## src/rtl/memwait_pkg.sv

```systemverilog
package memwait_pkg;
  localparam int WSEL_W   = 2;
  localparam int MAX_WAIT = (1 << WSEL_W) - 1;
  localparam int CNT_W    = $clog2(MAX_WAIT + 1);

  // Straps read 0 when fitted; the mapping onto wait cycles is non-binary.
  function automatic logic [CNT_W-1:0] wait_count(input logic [WSEL_W-1:0] sel);
    case (sel)
      2'b00:   wait_count = CNT_W'(0);
      2'b10:   wait_count = CNT_W'(1);
      2'b01:   wait_count = CNT_W'(2);
      default: wait_count = CNT_W'(3);
    endcase
  endfunction

  // Returns {upper, lower} bank hits, active high, before strobe gating.
  function automatic logic [1:0] bank_hit(input logic [1:0] map, input logic [2:0] a);
    logic a15, a14, a13;
    a15 = a[2]; a14 = a[1]; a13 = a[0];
    case (map)
      2'b00:        bank_hit = {a15, ~a15};
      2'b01, 2'b10: bank_hit = {~a15 & a14, ~a15 & ~a14};
      default:      bank_hit = {~a15 & ~a14 & a13, ~a15 & ~a14 & ~a13};
    endcase
  endfunction
endpackage

```

## src/rtl/mw_tap_chain.sv

```systemverilog
module mw_tap_chain #(
  parameter int TAPS  = memwait_pkg::MAX_WAIT,
  parameter int CNT_W = memwait_pkg::CNT_W
) (
  input  logic             clk,
  input  logic             rst_n,
  input  logic             active,
  output logic [CNT_W-1:0] cnt_o,
  output logic [TAPS-1:0]  tap_o
);
  logic [CNT_W-1:0] cnt_q;

  always_ff @(posedge clk or negedge rst_n) begin
    if (!rst_n)                      cnt_q <= '0;
    else if (!active)                cnt_q <= '0;
    else if (cnt_q != CNT_W'(TAPS))  cnt_q <= cnt_q + CNT_W'(1);
  end

  genvar i;
  generate
    for (i = 0; i < TAPS; i++) begin : g_tap
      assign tap_o[i] = active & (cnt_q >= CNT_W'(i + 1));
    end
  endgenerate

  assign cnt_o = cnt_q;

  p_tap_thermo_r2: assert property (@(posedge clk) disable iff (!rst_n)
    (tap_o[2] |-> tap_o[1]) and (tap_o[1] |-> tap_o[0]));

  p_tap1_edge_r2: assert property (@(posedge clk) disable iff (!rst_n)
    ($past(active) && active) |-> tap_o[0]);

  p_tap_idle_r1: assert property (@(posedge clk) disable iff (!rst_n)
    !active |-> (tap_o == '0));
endmodule

```

## src/rtl/mw_wait_select.sv

```systemverilog
module mw_wait_select #(
  parameter int TAPS   = memwait_pkg::MAX_WAIT,
  parameter int WSEL_W = memwait_pkg::WSEL_W,
  parameter int CNT_W  = memwait_pkg::CNT_W
) (
  input  logic              clk,
  input  logic              rst_n,
  input  logic              active,
  input  logic [WSEL_W-1:0] wait_sel,
  input  logic [TAPS-1:0]   tap_i,
  output logic              wait_o
);
  logic [CNT_W-1:0] need;
  logic             reached;

  assign need = memwait_pkg::wait_count(wait_sel);

  always_comb begin
    reached = 1'b1;
    for (int k = 1; k <= TAPS; k++) begin
      if (need == CNT_W'(k)) reached = tap_i[k-1];
    end
  end

  assign wait_o = active & ~reached;

  p_no_wait_idle_r4: assert property (@(posedge clk) disable iff (!rst_n)
    !active |-> !wait_o);

  p_wait_ends_r3: assert property (@(posedge clk) disable iff (!rst_n)
    (active && tap_i[TAPS-1]) |-> !wait_o);
endmodule

```

## src/rtl/mw_bank_decode.sv

```systemverilog
module mw_bank_decode (
  input  logic       clk,
  input  logic       rst_n,
  input  logic       active,
  input  logic [1:0] map_sel,
  input  logic [2:0] addr_hi,
  output logic       lo_ce_n,
  output logic       hi_ce_n
);
  logic [1:0] hit;

  assign hit     = memwait_pkg::bank_hit(map_sel, addr_hi);
  assign lo_ce_n = ~(active & hit[0]);
  assign hi_ce_n = ~(active & hit[1]);

  p_bank_excl_r8: assert property (@(posedge clk) disable iff (!rst_n)
    !(!lo_ce_n && !hi_ce_n));

  p_bank_idle_r8: assert property (@(posedge clk) disable iff (!rst_n)
    !active |-> (lo_ce_n && hi_ce_n));
endmodule

```

## src/rtl/memwait_gen.sv

```systemverilog
module memwait_gen #(
  parameter int WSEL_W = memwait_pkg::WSEL_W
) (
  input  logic              clk,
  input  logic              rst_n,
  input  logic              mem_ce_n,
  input  logic [2:0]        addr_hi,
  input  logic [WSEL_W-1:0] wait_sel,
  input  logic [1:0]        map_sel,
  output logic              lo_ce_n,
  output logic              hi_ce_n,
  output logic [1:0]        blk_o,
  output logic [2:0]        tap_o,
  output logic              wait_o
);
  localparam int TAPS  = (1 << WSEL_W) - 1;
  localparam int CNT_W = $clog2(TAPS + 1);

  logic             active;
  logic [CNT_W-1:0] cnt;
  logic             first_cycle;
  logic             holding;
  logic [1:0]       blk_q;

  assign active      = ~mem_ce_n;
  assign first_cycle = active & (cnt == '0);
  assign holding     = active & (cnt != '0);

  mw_tap_chain #(.TAPS(TAPS), .CNT_W(CNT_W)) u_taps (
    .clk(clk), .rst_n(rst_n), .active(active), .cnt_o(cnt), .tap_o(tap_o)
  );

  mw_wait_select #(.TAPS(TAPS), .WSEL_W(WSEL_W), .CNT_W(CNT_W)) u_wsel (
    .clk(clk), .rst_n(rst_n), .active(active), .wait_sel(wait_sel),
    .tap_i(tap_o), .wait_o(wait_o)
  );

  mw_bank_decode u_bank (
    .clk(clk), .rst_n(rst_n), .active(active), .map_sel(map_sel),
    .addr_hi(addr_hi), .lo_ce_n(lo_ce_n), .hi_ce_n(hi_ce_n)
  );

  always_ff @(posedge clk or negedge rst_n) begin
    if (!rst_n)           blk_q <= 2'b00;
    else if (first_cycle) blk_q <= addr_hi[2:1];
  end

  assign blk_o = holding ? blk_q : addr_hi[2:1];

  p_blk_hold_r9: assert property (@(posedge clk) disable iff (!rst_n)
    (holding && $past(holding)) |-> $stable(blk_o));

  p_restart_r10: assert property (@(posedge clk) disable iff (!rst_n)
    mem_ce_n |=> (tap_o == '0 || !mem_ce_n) && !tap_o[1]);
endmodule

```

## config.mk

```make
export PLATFORM = sky130hd
export DESIGN_NAME = memwait_gen
export DESIGN_NICKNAME = d
export VERILOG_FILES = /design/src/rtl/memwait_pkg.sv /design/src/rtl/mw_tap_chain.sv /design/src/rtl/mw_wait_select.sv /design/src/rtl/mw_bank_decode.sv /design/src/rtl/memwait_gen.sv
export SDC_FILE = /design/constraint.sdc
export NUM_CORES = 1
export LEC_CHECK = 0
export BUFFER_PORTS_ARGS = -buffer_cell sky130_fd_sc_hd__clkbuf_2
export CAP_MARGIN = 20
export CORE_AREA = 5 5 42 44
export CTS_CLUSTER_DIAMETER = 30
export DETAILED_ROUTE_END_ITERATION = 7
export DIE_AREA = 0 0 47 49
export RECOVER_POWER = 50
export SKIP_LAST_GASP = 1
export SYNTH_ARGS = -nofsm -noshare
export SYNTH_HDL_FRONTEND = slang
export SYNTH_SLANG_ARGS = --single-unit
```

## constraint.sdc

```tcl
create_clock -name clk -period 2.8 [get_ports clk]
set_input_delay 0.28 -clock clk [delete_from_list [all_inputs] [get_ports clk]]
set_output_delay 0.28 -clock clk [all_outputs]
set_load 0.01 [all_outputs]
```

==> impl_metrics.py, run 1 <==
metrics = {
    "detailed_routing": {
        "routed_via_density": 4.66,
        "drtIter0Drc": 2,
        "finalWirelength_um": 786,
        "drc": 0,
        "vias": 373,
        "firstDrtPassIters": 2,
        "wl_per_cell_um": 9.83,
        "drt.antenna.violating_nets": 0,
    },
    "yosys": {
        "synth_seq_area_share_pct": 25.6,
        "yosysTopAreaCell": "dfrtp_1",
        "ys_ff_latch": 4,
        "synth_top_area_share_pct": 25.6,
        "synth_warnings": 0,
        "synth_area_leaders": "dfrtp_1, ha_1, mux2_1",
        "syn-instance-count": 44,
        "synthFlopType": "dfrtp_1",
        "synth_nets": 60,
        "ys_types": 18,
        "async_reset_ff_share_pct": 100,
        "synth.avg_cell_area_um2": 8.87,
        "synth-edff-count": 0,
        "netlist_area_um2": 390,
    },
    "clock_tree": {
        "cts_root_buf": "clkbuf_4",
        "cts_resized": 0,
        "clk_path_buf_depth": 2,
        "h-tree-depth": 1,
        "cts_tree": "built",
        "cts.sinks": 4,
        "cts.hold.buffers_added": 1,
        "post_cts_buffers": 0,
        "worstSkewPairLatency_ns": 0.23,
        "cts_buffers": 3,
        "cts.clk_slew.worst_paths_ns": 0.04,
    },
    "power_and_ir_drop": {
        "swShare_pct": 34.1,
        "power_switching_uw": 92.3,
        "peakVddDrop_v": 0.000279,
        "power.share.sequential_pct": 32.4,
        "clockPowerShare_pct": 25.4,
        "comb_power_share_pct": 42.3,
        "p_per_area_mw_per_mm2": 528,
        "leakagePower_nw": 0.263,
        "p_int_uw": 178,
    },
    "sta": {
        "setup_viol": 0,
        "period_share_pct": 64.5,
        "rsz0062_at_grt": "false",
        "hold-worst-slack_ns": 0.353,
        "fin_setup_tns_ns": 0,
        "fmaxAchievable_ghz": 0.553,
        "slew_headroom_pct": 86.1,
        "skew_ns": 0.00134,
        "hold_violations": 0,
        "tightest_slew_ns": 0.208,
        "drv_slew": 0,
        "period_needed_ns": 1.81,
    },
    "grt": {
        "met1_usage_pct": 9.76,
        "global_route.usage.met3_pct": 4.06,
        "antenna_found_initial": 0,
        "busiest_layer": "met2",
        "grt_max_degree": 11,
        "use_met2_pct": 12.7,
        "overflow": 0,
        "grt_pass1_wl_mm": 1.47,
        "grt_usage_pct": 8.69,
        "grt_pass1_vias": 375,
    },
    "placement": {
        "hpwl_um": 667,
        "globalplace.congestion": 0.739,
        "io_buffers": 17,
    },
    "run": {
        "maxCapViolations": 0,
    },
    "floorplanning": {
        "coreArea_mm2": 0.00140,
        "placementRows": 14,
        "dieArea_mm2": 0.00230,
        "initial_utilization_pct": 27.9,
        "dieWidth_um": 47,
        "die_h_um": 49,
        "ioPinCount": 18,
    },
    "setup_path": {
        "critical_path_class": "flop to primary output",
        "cp-end-kind": "primary output",
        "cp.arrival_ns": 1.53,
        "start_kind": "flop",
        "crit_required_ns": 2.52,
        "path_max_fanout": 6,
    },
    "cells_and_area": {
        "drive_above_1_share_pct": 31.3,
        "finalNetCount": 82,
        "antenna_cells": 0,
        "syn_to_final_growth_pct": 31.4,
    },
    "min_path": {
        "min_path_type": "primary input to flop",
    },
    "run_status": {
        "status": "finished, final reports clean",
    },
}
==> critical path: stages (launching register included) <==
cell,delay [ns]
dfrtp_1,0.41
inv_1,0.09
ha_1,0.21
nor2_2,0.12
mux2_1,0.34
clkbuf_2,0.13
==> Yosys cell counts (all sizes together) (2+ instances only) <==
master and number:
mux2 4, a21oi 2, nand3b 2, ha 6, o21ai 2, nor2 9, dfrtp 4, inv 4
nor2b 4
==> per-stage QoR <==
stage          power [mW]  worst slack, ns  util (%)  std cells  instance area (um2)
2_1_floorplan       0.165             1.40         -         44                  390
3_3_place_gp        0.200             1.27      34.6         76                  484
3_5_place_dp        0.205             1.24      34.6         76                  484
4_1_cts             0.278            0.981      36.9         80                  517
5_1_grt             0.300            0.877      36.6         80                  513
6_report            0.271            0.993      36.6         80                  513
==> metal layers <==
metal  up-vias  share of wire (%)
li1        189                  -
met5         -                  0
met3         2                6.2
met2         9                 50
met1       173                 42
met4         0                1.4
==> final cells by class <==
class / instances / area (um2)
multi-input cells: 35 / 262
inverters: 4 / 15.0
fillers: 156 / 888
flip-flops and latches: 4 / 100
clock buffers: 3 / 22.5
repair buffers: 18 / 93.8
well taps: 16 / 20.0
==> path summary, 6_finish.rpt <==
kind	to	slack, ns	startpoint	cells after the start
worst max-delay path	blk_o[1]	0.99	u_taps.cnt_o[1]	5
worst min-delay path	blk_q[0]	0.35	addr_hi[1]	2
worst max register to register	blk_q[1]	1.41	u_taps.cnt_o[0]	4
worst min register to register	blk_q[0]	0.48	blk_q[0]	1
max in group asynchronous	blk_q[0]	2.20	rst_n	2
min in group asynchronous	u_taps.cnt_o[1]	0.42	rst_n	2
==> power groups by stage <==
| stage | Clock [mW] | Combinational (mW) | Sequential (mW) |
|---|---|---|---|
| floorplan | 0 | 0.0798 | 0.0856 |
| global placement | 0 | 0.113 | 0.0872 |
| detailed placement | 0 | 0.116 | 0.0886 |
| CTS | 0.0723 | 0.118 | 0.0879 |
| global route | 0.0776 | 0.132 | 0.0908 |
| finish | 0.0687 | 0.114 | 0.0876 |
==> cells by family after synthesis <==
group | Yosys count | synth area share [%]
AND/OR/NAND/NOR | 17 | 22.4
buffers and inverters | 5 | 6.73
AO/OA/AOI/OAI | 6 | 9.62
multiplexers | 5 | 14.1
XOR/XNOR | 1 | 2.24
flip-flops | 4 | 25.6
adder cells (fa/ha/maj) | 6 | 19.2
==> registers in the layout (all words and copies together), names as in the netlist <==
signal / cells
blk_q: 2
u_taps.cnt_o: 2
==> cells in the final DEF (no fill, tap or decap) <==
cell           count
clkbuf_2          16
nor2_1             8
ha_1               6
inv_1              4
mux2_1             4
nor2b_1            4
dfrtp_1            4
clkbuf_4           3
o21ai_0            2
nand3b_1           2
a21oi_1            2
nor2_2             1
a211oi_1           1
nand2_1            1
a221o_1            1
nor3_1             1
mux2i_1            1
xor2_1             1
dlygate4sd3_1      1
clkbuf_1           1
Power figures use the tool's default switching activity.
==> inputs of run 2 (changes only) <==
Clock period 2.8 ns to 1.6 ns, I/O delays scaled along.
==> impl_metrics.py, run 2 (same netlist as run 1, synthesis figures left out) <==
metrics = {
    "grt": {
        "grt_usage_pct": 8.62,
        "grt_pass1_wl_mm": 1.46,
        "grt_pass1_vias": 372,
        "grt_max_degree": 11,
        "antenna_found_initial": 0,
        "overflow": 0,
    },
    "detailed_routing": {
        "finalWirelength_um": 894,
        "routed_via_density": 4.55,
        "drt.antenna.violating_nets": 0,
        "firstDrtPassIters": 3,
        "drtIter0Drc": 1,
        "drc": 0,
        "vias": 387,
        "wl_per_cell_um": 10.5,
    },
    "sta": {
        "fmaxAchievable_ghz": 0.635,
        "fin_ws_ns": 0.0248,
        "fin_setup_tns_ns": 0,
        "tightest_slew_ns": 0.255,
        "period_needed_ns": 1.58,
        "drv_slew": 0,
        "slew_headroom_pct": 83.0,
        "period_share_pct": 98.4,
        "hold-worst-slack_ns": 0.238,
        "hold_violations": 0,
        "skew_ns": 0.000517,
        "rsz0062_at_grt": "true",
        "setup_viol": 0,
    },
    "clock_tree": {
        "cts.sinks": 4,
        "cts_root_buf": "clkbuf_4",
        "h-tree-depth": 1,
        "cts_buffers": 3,
        "cts_tree": "built",
        "worstSkewPairLatency_ns": 0.23,
        "clk_path_buf_depth": 2,
        "cts.clk_slew.worst_paths_ns": 0.04,
    },
    "cells_and_area": {
        "instances_no_fill": 85,
        "mostFrequentLayoutCell": "clkbuf_2",
        "finalNetCount": 87,
        "most-common-layout-cells": "clkbuf_2, nor2_1, buf_4",
        "final_util_pct": 43.6,
        "drive_above_1_share_pct": 47.8,
        "final_area_um2": 611,
        "fill_cells": 155,
        "antenna_cells": 0,
        "syn_to_final_growth_pct": 56.4,
    },
    "floorplanning": {
        "ioPinCount": 18,
        "coreArea_mm2": 0.00140,
        "die_h_um": 49,
        "dieWidth_um": 47,
        "dieArea_mm2": 0.00230,
        "placementRows": 14,
        "initial_utilization_pct": 27.9,
    },
    "setup_path": {
        "critical_path_class": "flop to primary output",
        "path_cells": "inv_2, ha_4, nor2_4, mux2_4, buf_6",
        "crit_required_ns": 1.44,
        "slowest_delay_ns": 0.37,
        "cp-end-kind": "primary output",
        "start_kind": "flop",
        "path_max_fanout": 3,
        "cp.arrival_ns": 1.42,
        "cpMaxStageDelayCell": "dfrtp_1",
    },
    "placement": {
        "globalplace.congestion": 0.740,
        "place_ws_ns": 0.159,
        "placed_cells": 76,
        "io_buffers": 17,
        "place_area_um2": 484,
    },
    "power_and_ir_drop": {
        "p_per_area_mw_per_mm2": 956,
        "power_uw": 584,
        "leakagePower_nw": 0.302,
        "peakVddDrop_v": 0.000505,
    },
    "min_path": {
        "min_path_type": "primary input to flop",
    },
    "run": {
        "maxCapViolations": 0,
    },
    "run_status": {
        "status": "finished, final reports clean",
    },
}
-- run 2: changes by cell type in the layout (fill, tap and decap cells not counted), moves of 2 or more --
cell,delta
ha_1,-3
mux2_1,-2
clkbuf_2,-3
buf_4,+5
buf_6,+2
mux2_4,+2
ha_4,+2
-- run 2: metal layers --
layer	GRT usage, %	routed length (um)	up-vias
met3	2.95	56	2
li1	-	-	198
met4	5.53	15	0
met5	0	0	-
met1	9.09	358	178
met2	13.8	464	9
-- run 2: path summary, 6_finish.rpt --
check | depth (start not counted) | slack (ns) | to | start
setup reg to reg | 4 | 0.30 | blk_q[0] | u_taps.cnt_o[0]
hold / removal | 2 | 0.24 | blk_q[0] | addr_hi[1]
max in group asynchronous | 2 | 1.12 | u_taps.cnt_o[0] | rst_n
min in group asynchronous | 2 | 0.30 | blk_q[1] | rst_n
setup / recovery | 5 | 0.02 | blk_o[1] | u_taps.cnt_o[0]
hold reg to reg | 1 | 0.49 | blk_q[0] | blk_q[0]
-- run 2: area by class of cell --
class / count / area (um2) / share of cell area, %
multi-input combinational: 35 / 309 / 50.6
timing repair buffer: 23 / 144 / 23.6
sequential: 4 / 100 / 16.4
clock buffer: 3 / 22.5 / 3.69
tap: 16 / 20.0 / 3.28
inverter: 4 / 15.0 / 2.46
-- run 2: critical path: cells and delay by family, from the launching register on --
family | cells | cell delay (ns)
buf+inv | 2 | 0.21
simple gates | 1 | 0.11
mux | 1 | 0.32
fa+ha+maj | 1 | 0.17
flops | 1 | 0.37
-- run 2: timing repair --
action / CTS / global route
hold buffers: 1 / 0
pin swaps: 2 / 3
endpoints found under the hold margin: 4 / 0
resized for setup: 10 / 6
setup endpoints to repair: 3 / 3
setup buffers: 4 / 1
-- run 2: power breakdown --
part	total, mW	leakage, nW	switching (mW)	internal [mW]
clock	0.123	0.0138	0.0394	0.0838
sequential	0.148	0.0490	0.0161	0.132
combinational	0.312	0.239	0.141	0.172
==> inputs of run 3 (changes only) <==
Clock period 1.6 ns to 1.45 ns, I/O delays scaled along.
==> impl_metrics.py, run 3 (same netlist as run 1, synthesis figures left out) <==
metrics = {
    "run_status": {
        "status": "finished with violations",
        "violations": "negative setup slack",
    },
    "grt": {
        "grt_pass1_vias": 375,
        "grt_max_degree": 11,
        "grt_usage_pct": 8.83,
        "antenna_found_initial": 0,
        "overflow": 0,
        "grt_pass1_wl_mm": 1.50,
    },
    "sta": {
        "rsz0062_at_grt": "true",
        "period_needed_ns": 1.54,
        "slew_headroom_pct": 84.4,
        "fin_ws_ns": -0.0851,
        "period_share_pct": 106,
        "tightest_slew_ns": 0.234,
        "fmaxAchievable_ghz": 0.651,
        "setup_viol": 3,
        "hold_violations": 0,
        "drv_slew": 0,
        "skew_ns": 0.00181,
    },
    "detailed_routing": {
        "finalWirelength_um": 863,
        "routed_via_density": 4.54,
        "firstDrtPassIters": 1,
        "vias": 386,
        "drc": 0,
        "wl_per_cell_um": 10.2,
        "drt.antenna.violating_nets": 0,
        "drtIter0Drc": 0,
    },
    "clock_tree": {
        "cts_root_buf": "clkbuf_4",
        "cts_buffers": 3,
        "h-tree-depth": 1,
        "worstSkewPairLatency_ns": 0.23,
        "cts.sinks": 4,
        "clk_path_buf_depth": 2,
        "cts_tree": "built",
        "cts.clk_slew.worst_paths_ns": 0.04,
    },
    "cells_and_area": {
        "instances_no_fill": 85,
        "antenna_cells": 0,
        "mostFrequentLayoutCell": "clkbuf_2",
        "syn_to_final_growth_pct": 58.3,
        "most-common-layout-cells": "clkbuf_2, nor2_1, dfrtp_1, buf_6",
        "final_util_pct": 44.1,
        "fill_cells": 150,
        "drive_above_1_share_pct": 49.3,
        "finalNetCount": 87,
    },
    "power_and_ir_drop": {
        "comb_power_share_pct": 53.3,
        "swShare_pct": 33.4,
        "leakagePower_nw": 0.303,
        "p_per_area_mw_per_mm2": 1040,
        "power_switching_uw": 214,
        "p_int_uw": 428,
        "power.share.sequential_pct": 25.7,
        "peakVddDrop_v": 0.000554,
        "clockPowerShare_pct": 20.9,
    },
    "floorplanning": {
        "initial_utilization_pct": 27.9,
        "coreArea_mm2": 0.00140,
        "placementRows": 14,
        "ioPinCount": 18,
        "dieWidth_um": 47,
        "dieArea_mm2": 0.00230,
        "die_h_um": 49,
    },
    "setup_path": {
        "crit_required_ns": 1.31,
        "cp.arrival_ns": 1.39,
        "critical_path_class": "flop to primary output",
        "path_cells": "inv_2, ha_4, nor2_4, mux2_4, buf_6",
        "slowest_delay_ns": 0.39,
        "critPathTopFamily": "flip-flops",
        "path_buf_inv": 2,
        "start_kind": "flop",
        "path_max_fanout": 3,
        "cpMaxStageDelayCell": "dfrtp_1",
        "cp-end-kind": "primary output",
    },
    "run": {
        "maxCapViolations": 0,
    },
    "placement": {
        "globalplace.congestion": 0.695,
        "placed_cells": 79,
        "place_ws_ns": 0.0795,
        "io_buffers": 17,
        "hpwl_um": 712,
    },
    "min_path": {
        "min_path_type": "primary input to flop",
    },
}
[run 3: cell counts in the layout (fill, tap and decap cells not counted)]
Identical to the previous run, type by type.
[run 3: worst paths after layout]
path / from / endpoint / slack, ns / cells past startpoint
setup reg to reg: u_taps.cnt_o[1] / blk_q[0] / 0.19 / 4
setup / recovery: u_taps.cnt_o[1] / blk_o[0] / -0.09 / 5
hold reg to reg: blk_q[1] / blk_q[1] / 0.48 / 1
max in group asynchronous: rst_n / blk_q[0] / 1.00 / 2
min in group asynchronous: rst_n / u_taps.cnt_o[1] / 0.27 / 2
hold / removal: addr_hi[1] / blk_q[0] / 0.22 / 2
[run 3: stage by stage]
step | power (mW) | setup TNS, ns | cell area [um2] | hold WS [ns]
finish | 0.642 | -0.232 | 618 | 0.220
global route | 0.712 | -0.512 | 618 | 0.218
CTS | 0.641 | -0.319 | 604 | 0.215
detailed placement | 0.419 | 0 | 507 | -0.0463
global placement | 0.412 | 0 | 507 | -0.0482
floorplan | 0.319 | 0 | 390 | -0.151
[run 3: area by class of cell]
| type | instances | area [um2] | area share, % |
|---|---|---|---|
| Timing Repair Buffer | 23 | 151 | 24.5 |
| Tap cell | 16 | 20.0 | 3.24 |
| Clock buffer | 3 | 22.5 | 3.64 |
| Inverter | 4 | 15.0 | 2.43 |
| Sequential cell | 4 | 100 | 16.2 |
| Multi-Input combinational cell | 35 | 309 | 50.0 |
[run 3: per-layer routing]
layer	GRT usage, %	routed length [um]
met1	9.98	338
met5	0	0
met3	1.11	40
met2	14.0	463
met4	6.91	20
[run 3: repair_timing]
item / in CTS / in global routing
pin swaps: 3 / 1
buffers inserted: 2 / 0
endpoints found under the setup margin: 4 / 5
resized for setup: 13 / 6
hold endpoints to repair: 4 / 0
hold buffers: 1 / 0
[run 3: power groups by stage]
| stage | combinational, mW | clock [mW] | sequential, mW |
|---|---|---|---|
| 3_5_place_dp | 0.256 | 0 | 0.163 |
| 3_3_place_gp | 0.250 | 0 | 0.162 |
| 6_report | 0.342 | 0.134 | 0.165 |
| 2_1_floorplan | 0.154 | 0 | 0.165 |
| 4_1_cts | 0.334 | 0.141 | 0.166 |
| 5_1_grt | 0.387 | 0.156 | 0.169 |
